==> src/rtl/slot_delay_pkg.sv <==
package slot_delay_pkg;

  // Strobes passed from the bank controller to the storage datapath
  typedef struct packed {
    logic wrEn;    // store inByte this cycle
    logic wrBank;  // bank receiving the write
    logic rdEn;    // capture a fetched byte into the output register
    logic rdBank;  // bank the fetch reads from
  } dlyStrobe_t;

endpackage

==> src/rtl/slot_delay_ctrl.sv <==
module slot_delay_ctrl
  import slot_delay_pkg::*;
#(
  parameter int NUM_SLOTS = 32,
  parameter int MIN_GAP   = 3,
  localparam int SLOT_W   = $clog2(NUM_SLOTS)
) (
  input  logic              clk,
  input  logic              rst,
  input  logic              slotValid,
  input  logic [SLOT_W-1:0] wrSlot,
  input  logic [SLOT_W-1:0] rdSlot,
  input  logic [SLOT_W-1:0] srcSlot,
  input  logic              constMode,
  output dlyStrobe_t        stb
);

  localparam int DLY_W = SLOT_W + 2;
  localparam logic [SLOT_W-1:0] LAST_SLOT = SLOT_W'(NUM_SLOTS - 1);
  localparam logic [DLY_W-1:0]  SLOTS_EXT = DLY_W'(NUM_SLOTS);
  localparam logic [DLY_W-1:0]  GAP_EXT   = DLY_W'(MIN_GAP);

  logic             curBank;
  logic [DLY_W-1:0] rdExt;
  logic [DLY_W-1:0] srcExt;
  logic [DLY_W-1:0] slotDist;
  logic [DLY_W-1:0] slotDelay;
  logic             fromPrevFrame;
  logic             varBank;

  // Active bank flips once the last slot of a frame has been written
  always_ff @(posedge clk) begin
    if (rst) begin
      curBank <= 1'b0;
    end else if (slotValid && (wrSlot == LAST_SLOT)) begin
      curBank <= ~curBank;
    end
  end

  // Modular distance from source to output slot
  always_comb begin
    rdExt  = DLY_W'(rdSlot);
    srcExt = DLY_W'(srcSlot);
    if (rdExt >= srcExt) begin
      slotDist = rdExt - srcExt;
    end else begin
      slotDist = rdExt + SLOTS_EXT - srcExt;
    end
  end

  // Distances below the minimum gap wait one full frame more
  always_comb begin
    if (slotDist < GAP_EXT) begin
      slotDelay = slotDist + SLOTS_EXT;
    end else begin
      slotDelay = slotDist;
    end
  end

  // The source byte sits in the previous frame when the delay reaches back
  // past slot 0 but not past slot 0 of the previous frame; otherwise it is
  // either this frame's byte or a two-frame-old byte still unoverwritten,
  // both held in the active bank.
  always_comb begin
    fromPrevFrame = (slotDelay > rdExt) && (slotDelay <= rdExt + SLOTS_EXT);
    varBank       = fromPrevFrame ? ~curBank : curBank;
  end

  always_comb begin
    stb.wrEn   = slotValid;
    stb.wrBank = curBank;
    stb.rdEn   = slotValid;
    stb.rdBank = constMode ? ~curBank : varBank;
  end

endmodule

==> src/rtl/slot_delay_dp.sv <==
module slot_delay_dp
  import slot_delay_pkg::*;
#(
  parameter int NUM_SLOTS = 32,
  parameter int DATA_W    = 8,
  localparam int SLOT_W   = $clog2(NUM_SLOTS),
  localparam int NUM_BANKS = 2
) (
  input  logic              clk,
  input  logic              rst,
  input  dlyStrobe_t        stb,
  input  logic [SLOT_W-1:0] wrSlot,
  input  logic [SLOT_W-1:0] srcSlot,
  input  logic [DATA_W-1:0] inByte,
  output logic [DATA_W-1:0] outByte
);

  logic [DATA_W-1:0] bankRd [NUM_BANKS];
  logic [DATA_W-1:0] fetched;

  for (genvar b = 0; b < NUM_BANKS; b++) begin : g_bank
    logic [DATA_W-1:0] store [NUM_SLOTS];
    logic              bankSel;

    assign bankSel = (stb.wrBank == 1'(b));

    always_ff @(posedge clk) begin
      if (stb.wrEn && bankSel) begin
        store[wrSlot] <= inByte;
      end
    end

    assign bankRd[b] = store[srcSlot];
  end

  assign fetched = stb.rdBank ? bankRd[1] : bankRd[0];

  always_ff @(posedge clk) begin
    if (rst) begin
      outByte <= '0;
    end else if (stb.rdEn) begin
      outByte <= fetched;
    end
  end

endmodule

==> src/rtl/slot_delay_buffer.sv <==
module slot_delay_buffer
  import slot_delay_pkg::*;
#(
  parameter int NUM_SLOTS = 32,
  parameter int DATA_W    = 8,
  parameter int MIN_GAP   = 3,
  localparam int SLOT_W   = $clog2(NUM_SLOTS)
) (
  input  logic              clk,
  input  logic              rst,
  input  logic              slotValid,
  input  logic [SLOT_W-1:0] wrSlot,
  input  logic [SLOT_W-1:0] rdSlot,
  input  logic [SLOT_W-1:0] srcSlot,
  input  logic              constMode,
  input  logic [DATA_W-1:0] inByte,
  output logic [DATA_W-1:0] outByte
);

  dlyStrobe_t stb;

  slot_delay_ctrl #(
    .NUM_SLOTS (NUM_SLOTS),
    .MIN_GAP   (MIN_GAP)
  ) u_ctrl (
    .clk       (clk),
    .rst       (rst),
    .slotValid (slotValid),
    .wrSlot    (wrSlot),
    .rdSlot    (rdSlot),
    .srcSlot   (srcSlot),
    .constMode (constMode),
    .stb       (stb)
  );

  slot_delay_dp #(
    .NUM_SLOTS (NUM_SLOTS),
    .DATA_W    (DATA_W)
  ) u_dp (
    .clk     (clk),
    .rst     (rst),
    .stb     (stb),
    .wrSlot  (wrSlot),
    .srcSlot (srcSlot),
    .inByte  (inByte),
    .outByte (outByte)
  );

endmodule

==> config.mk <==
export PLATFORM = sky130hd
export DESIGN_NAME = slot_delay_buffer
export DESIGN_NICKNAME = d
export VERILOG_FILES = /design/src/rtl/slot_delay_pkg.sv /design/src/rtl/slot_delay_ctrl.sv /design/src/rtl/slot_delay_dp.sv /design/src/rtl/slot_delay_buffer.sv
export SDC_FILE = /design/constraint.sdc
export NUM_CORES = 1
export LEC_CHECK = 0
export ABC_AREA = 0
export ABC_CLOCK_PERIOD_IN_PS = 13100
export BUFFER_PORTS_ARGS = -buffer_cell sky130_fd_sc_hd__buf_2
export CORE_UTILIZATION = 36
export CTS_BUF_LIST = sky130_fd_sc_hd__clkbuf_4 sky130_fd_sc_hd__clkbuf_8
export DETAILED_ROUTE_END_ITERATION = 12
export GPL_TIMING_DRIVEN = 0
export HOLD_SLACK_MARGIN = 0.05
export PLACE_DENSITY = 0.5
export REMOVE_ABC_BUFFERS = 1
export SYNTH_ARGS = -nofsm -noshare
export SYNTH_HDL_FRONTEND = slang
export SYNTH_HIERARCHICAL = 1
export SYNTH_SLANG_ARGS = --single-unit
==> constraint.sdc <==
create_clock -name clk -period 13.1 [get_ports clk]
set_input_delay 0.655 -clock clk [delete_from_list [all_inputs] [get_ports clk]]
set_output_delay 0.655 -clock clk [all_outputs]
set_load 0.005 [all_outputs]
### Yosys cells after proc, flatten, opt, wreduce, memory -nomap -nowiden

Memory sizes are Yosys's and may differ from the RTL's.
Cells that the tools add are included.

* input port bits: 27
* register bits: 9
* memories: 2
* logic and storage cells: 27
* output and inout port bits: 8
* bits in writable memories: 512

Memories
* u_dp.g_bank[0].store: words 32, bits a word 8, rd ports 1, clocked after Yosys merged registers in 0, write ports 1, RTL line slot_delay_dp.sv:22 `logic [DATA_W-1:0] store [NUM_SLOTS];`
* u_dp.g_bank[1].store: words 32, bits a word 8, rd ports 1, clocked after Yosys merged registers in 0, write ports 1, RTL line slot_delay_dp.sv:22

* equality and inequality tests: 1
* bitwise operators: 1
* $add $sub $neg: 4
* muxes and demuxes: 9
* order comparisons: 4
* reductions and logical operators: 4

Operator list (number)
* $mux 7: 2
* $mux 8: 1
* $add 5x6->7 const B: 1
* $add 7x6->7 const B: 1
* $gt 7x5->1: 1
* $le 7x7->1: 1
* $lt 7x2->1 const B: 1
* $sub 7x5->7: 1
* $mux 1: 6
* $sub 5x5->6: 1
* $eq 5x5->1 const B: 1
* $ge 5x5->1: 1
* $logic_and 1x1->1: 4
* $not 1->1: 1

### Longest topological paths before layout

* word-level depth: 10
* gate-level depth with buffers: 20
* gate-level depth less buffers: 19

### Cells and area by module

The synthesis kept the hierarchy.

By module, submodules not included
* slot_delay_dp: area an instance 20153.1 µm², cells each 1032, times used 1, sequential area each 15534.9 µm²
* slot_delay_ctrl: area an instance 553.0 µm², cells each 71, times used 1, sequential area each 20.0 µm²

### Worst setup path before layout

No wires, ideal clock.

* path kind: input -> register
* start point: in rdSlot[0]
* end point: reg u_dp.outByte[5]
* path slack: 8512 ps
* data required time: 12978 ps
* cell stages on the path: 20
* library setup time: 122 ps
* path buffers: 2
* data arrival time: 4466 ps
* cell sequence: inv_1 > ha_1 > inv_1 > fa_1 > a21o_1 > a21oi_1 > xnor2_1 > ha_1 > and3_1 > a211oi_2 > a21oi_1 > or4b_1 > nand3_1 > and4bb_1 > and3_1 > buf_1 > clkbuf_1 > a22oi_1 > nand4_1 > a221o_1

RTL lines
* start, declared: RTL line slot_delay_buffer.sv:13 `input logic [SLOT_W-1:0] rdSlot,`
* end signal, assigned: RTL line slot_delay_dp.sv:42 `outByte <= fetched;`
* end, declared: RTL line slot_delay_dp.sv:15 `output logic [DATA_W-1:0] outByte`

==> metrics.md <==
| Metric | Value |
|---|---|
| Status | `completed` |
| Power Dens Cells | `148 nW/um^2` |
| Largest net degree at the start of global routing | `92` |
| WL final | `49400 um` |
| Critical path arrival | `5830 ps` |
| Post-DP Area | `21700 um^2` |
| First-pass iteration count of the detailed router | `5` |
| Routed vias | `10501` |
| Normalized max-slew margin | `0.123` |
| Leak | `7.63 nW` |
| GRT Overall Usage | `0.169` |
| CTS Buf Count | `88` |
| End point of the critical path | `u_dp/outByte[2]` |
| Initial DRC count | `828` |
| Min-delay worst type | `input port to flop` |
| Max_cap viols | `0` |
| Worst path cell trace | `buf_6 -> ha_1 -> inv_1 -> fa_1 -> a21o_1 -> a21oi_1 -> xnor2_1 -> ha_1 -> and3_1 -> a211oi_2 -> a21oi_1 -> or4b_1 -> nand3_1 -> and4bb_1 -> and3_1 -> a22oi_1 -> nand4_1 -> a221o_1` |
| Sum Neg Setup Slack | `0 ps` |
| Final WS setup | `7800 ps` |
| Synthesized area per cell | `18.8 um^2` |
| Pre-CTS setup slack | `7180 ps` |
| Final instance area | `23400 um^2` |
| Core footprint | `56600 um^2` |
| Critical Path RT | `13630 ps` |
| Synth Register Bits | `521` |
| Worst-skew pair later-pin latency | `660 ps` |
| F_max | `189 MHz` |
| Die height | `242 um` |
| R2r startpoint | `u_ctrl/curBank` |
| Yosys top cell area share | `0.743` |
| RSZ-0062 raised after global routing | `no` |
| Crit-path max FO | `38` |
| Fin nets | `1209` |
| Startpoint Class | `input port` |
| Max clock buf depth | `3` |
| Yosys top cell by area | `edfxtp_1` |
| FF-to-FF setup slack | `9810 ps` |
| R2R depth | `8` |
| Port bufs | `34` |
| Setup CP Type | `input port to flop` |
| Clk_skew | `27.7 ps` |
| Via density | `5.26` |
| Netlist cell types | `47` |
| Area delta synth->final | `12.8%` |
| # hold bufs at CTS | `0` |
| Post-synth EDFFs | `512` |
| Fin crit share | `0.404` |
| First-pass GRT wire length | `71800 um` |
| VDD IR max | `0.0000657 V` |
| CTS resizes | `0` |
| Mapped Area | `20700 um^2` |
| CTS clk-pin slew, worst paths | `60 ps` |
| Placement Rows | `87` |
| # IOs | `35` |
| Asr flop ratio synth | `0` |
| Vias in the first global route | `10651` |
| CTS Sinks | `521` |
| DP HPWL | `28500 um` |
| Gr ovfl total | `0` |
| Placer Congestion | `0.752` |
| CTS tree | `yes` |
| CP Capture Type | `flop` |
| Post-Syn Instances | `1103` |
| Part of the Yosys area used for sequential elements | `0.751` |
| Layout cells sized above 1 | `0.200` |
| Initial antenna violation count | `6` |
| Synth warnings | `6` |
| Tmin final | `5300 ps` |
| Antenna viol nets, final | `0` |
| Slowest cell on crit path | `and3_1` |
| Postcts setup bufs | `0` |
| H-tree levels | `3` |
| Max incr delay on CP | `530 ps` |
| RR Endpoint | `u_dp/outByte[2]` |
| Critical path origin | `srcSlot[0]` |
| Root Driver | `clkbuf_8` |
| Least-Margin Pin Slew | `1320 ps` |
| Synth area leaders | `edfxtp_1, mux2i_1, mux4_2` |
| Final Max Slew Viols | `0` |
| Residual DRC | `0` |
| Finish-stage setup viols | `0` |
| Starting Density | `0.366` |
| Most used DFF post-synth | `edfxtp_1` |
| Final hold violations | `0` |
| Avg WL per Cell | `24.7 um` |
| Full die area | `58500 um^2` |
| Die Width | `242 um` |
| Fill cell count | `5122` |
-- cell type report --
type | instances | area [um^2] | share of cell area
clock buffer | 120 | 1460 | 0.0624
timing repair buffer | 41 | 358 | 0.0153
clock inverter | 38 | 185 | 0.00793
inverter | 11 | 41.3 | 0.00177
sequential | 521 | 15600 | 0.666
multi-input combinational | 506 | 4800 | 0.206
tap | 756 | 946 | 0.0405
antenna | 5 | 12.5 | 0.000536
-- state kept, by name, summed over array words and instances (netlist names) --
signal,cells
u_dp/g_bank.store,512
u_dp/outByte,8
u_ctrl/curBank,1
-- metrics by stage --
| step | power (mW) | hold WS [ps] | utilization | std cells |
|---|---|---|---|---|
| floorplan | 1.99 | 585 | - | 1038 |
| global placement | 2.13 | 700 | 0.380 | 1828 |
| detailed placement | 2.13 | 733 | 0.383 | 1834 |
| CTS | 3.50 | 266 | 0.412 | 1992 |
| global route | 3.59 | 318 | 0.413 | 1996 |
| finish | 3.45 | 326 | 0.413 | 1998 |
-- cells in the final DEF (no fill, tap or decap), drive strengths merged, types with 5 or more instances in the layout --
cell        n
inv        14
a221o       8
nand2       9
nor2       70
edfxtp    512
nor2b       7
clkbuf    120
nand3      39
nor3b      12
diode       5
a21oi       7
clkinv     30
mux2i     128
a22oi      96
ha         12
mux4       64
dfxtp       9
clkinvlp    5
nand4      18
buf        41
-- synthesized netlist by cell type (2+ instances only) --
cell type and n:
edfxtp_1 512, mux2i_1 128, a22oi_1 96, nor2_1 70, mux4_2 56, nand3_1 39
buf_2 29, clkbuf_1 24, nand4_1 18, ha_1 12, nor3b_1 12, inv_1 11
dfxtp_1 9, nand2_1 9, a221o_1 8, mux4_1 8, a21oi_1 7, nor2b_1 7
buf_1 4, buf_6 4, a21o_1 3, buf_4 3, nand3b_1 3, o21ai_0 3
and3_1 2, nor3_1 2, or3_1 2, or3b_2 2, or4_1 2
-- worst max-delay path, delay by kind of cell --
kind	cells	cell delay [ps]
AO/OA/AOI/OAI	6	1620
XOR/XNOR	1	190
adder cells (fa/ha/maj)	3	1030
buffers and inverters	2	470
AND/OR/NAND/NOR	6	1790
-- worst min path at each step --
stage,depth (start not counted),slack (ps),startpoint,end
floorplan,2,580,u_ctrl/curBank,u_ctrl/curBank
global placement,2,700,u_ctrl/curBank,u_ctrl/curBank
detailed placement,2,730,u_ctrl/curBank,u_ctrl/curBank
CTS,2,270,rst,u_ctrl/curBank
global route,2,320,rst,u_ctrl/curBank
finish,2,330,rst,u_ctrl/curBank
-- kinds of logic after synthesis --
family | synth area share
AND/OR/NAND/NOR | 0.0432
flip-flops | 0.751
AO/OA/AOI/OAI | 0.0447
multiplexers | 0.133
adder cells (fa/ha/maj) | 0.00822
XOR/XNOR | 0.00163
buffers and inverters | 0.0181
-- power breakdown --
| part | switching, mW | internal [mW] | leakage, nW |
|---|---|---|---|
| Combinational | 0.159 | 0.0805 | 2.09 |
| Sequential | 0.00795 | 1.85 | 4.68 |
| Clock | 0.637 | 0.721 | 0.860 |
-- per-layer routing --
| layer | GRT usage | routed length [um] | vias to the layer above |
|---|---|---|---|
| met5 | 0 | 15 | - |
| met4 | 0.0456 | 836 | 2 |
| met3 | 0.0373 | 2530 | 72 |
| met2 | 0.265 | 23300 | 288 |
| met1 | 0.237 | 22700 | 5464 |
| li1 | - | - | 4675 |
Note: power is estimated with default switching activity, not from simulation.
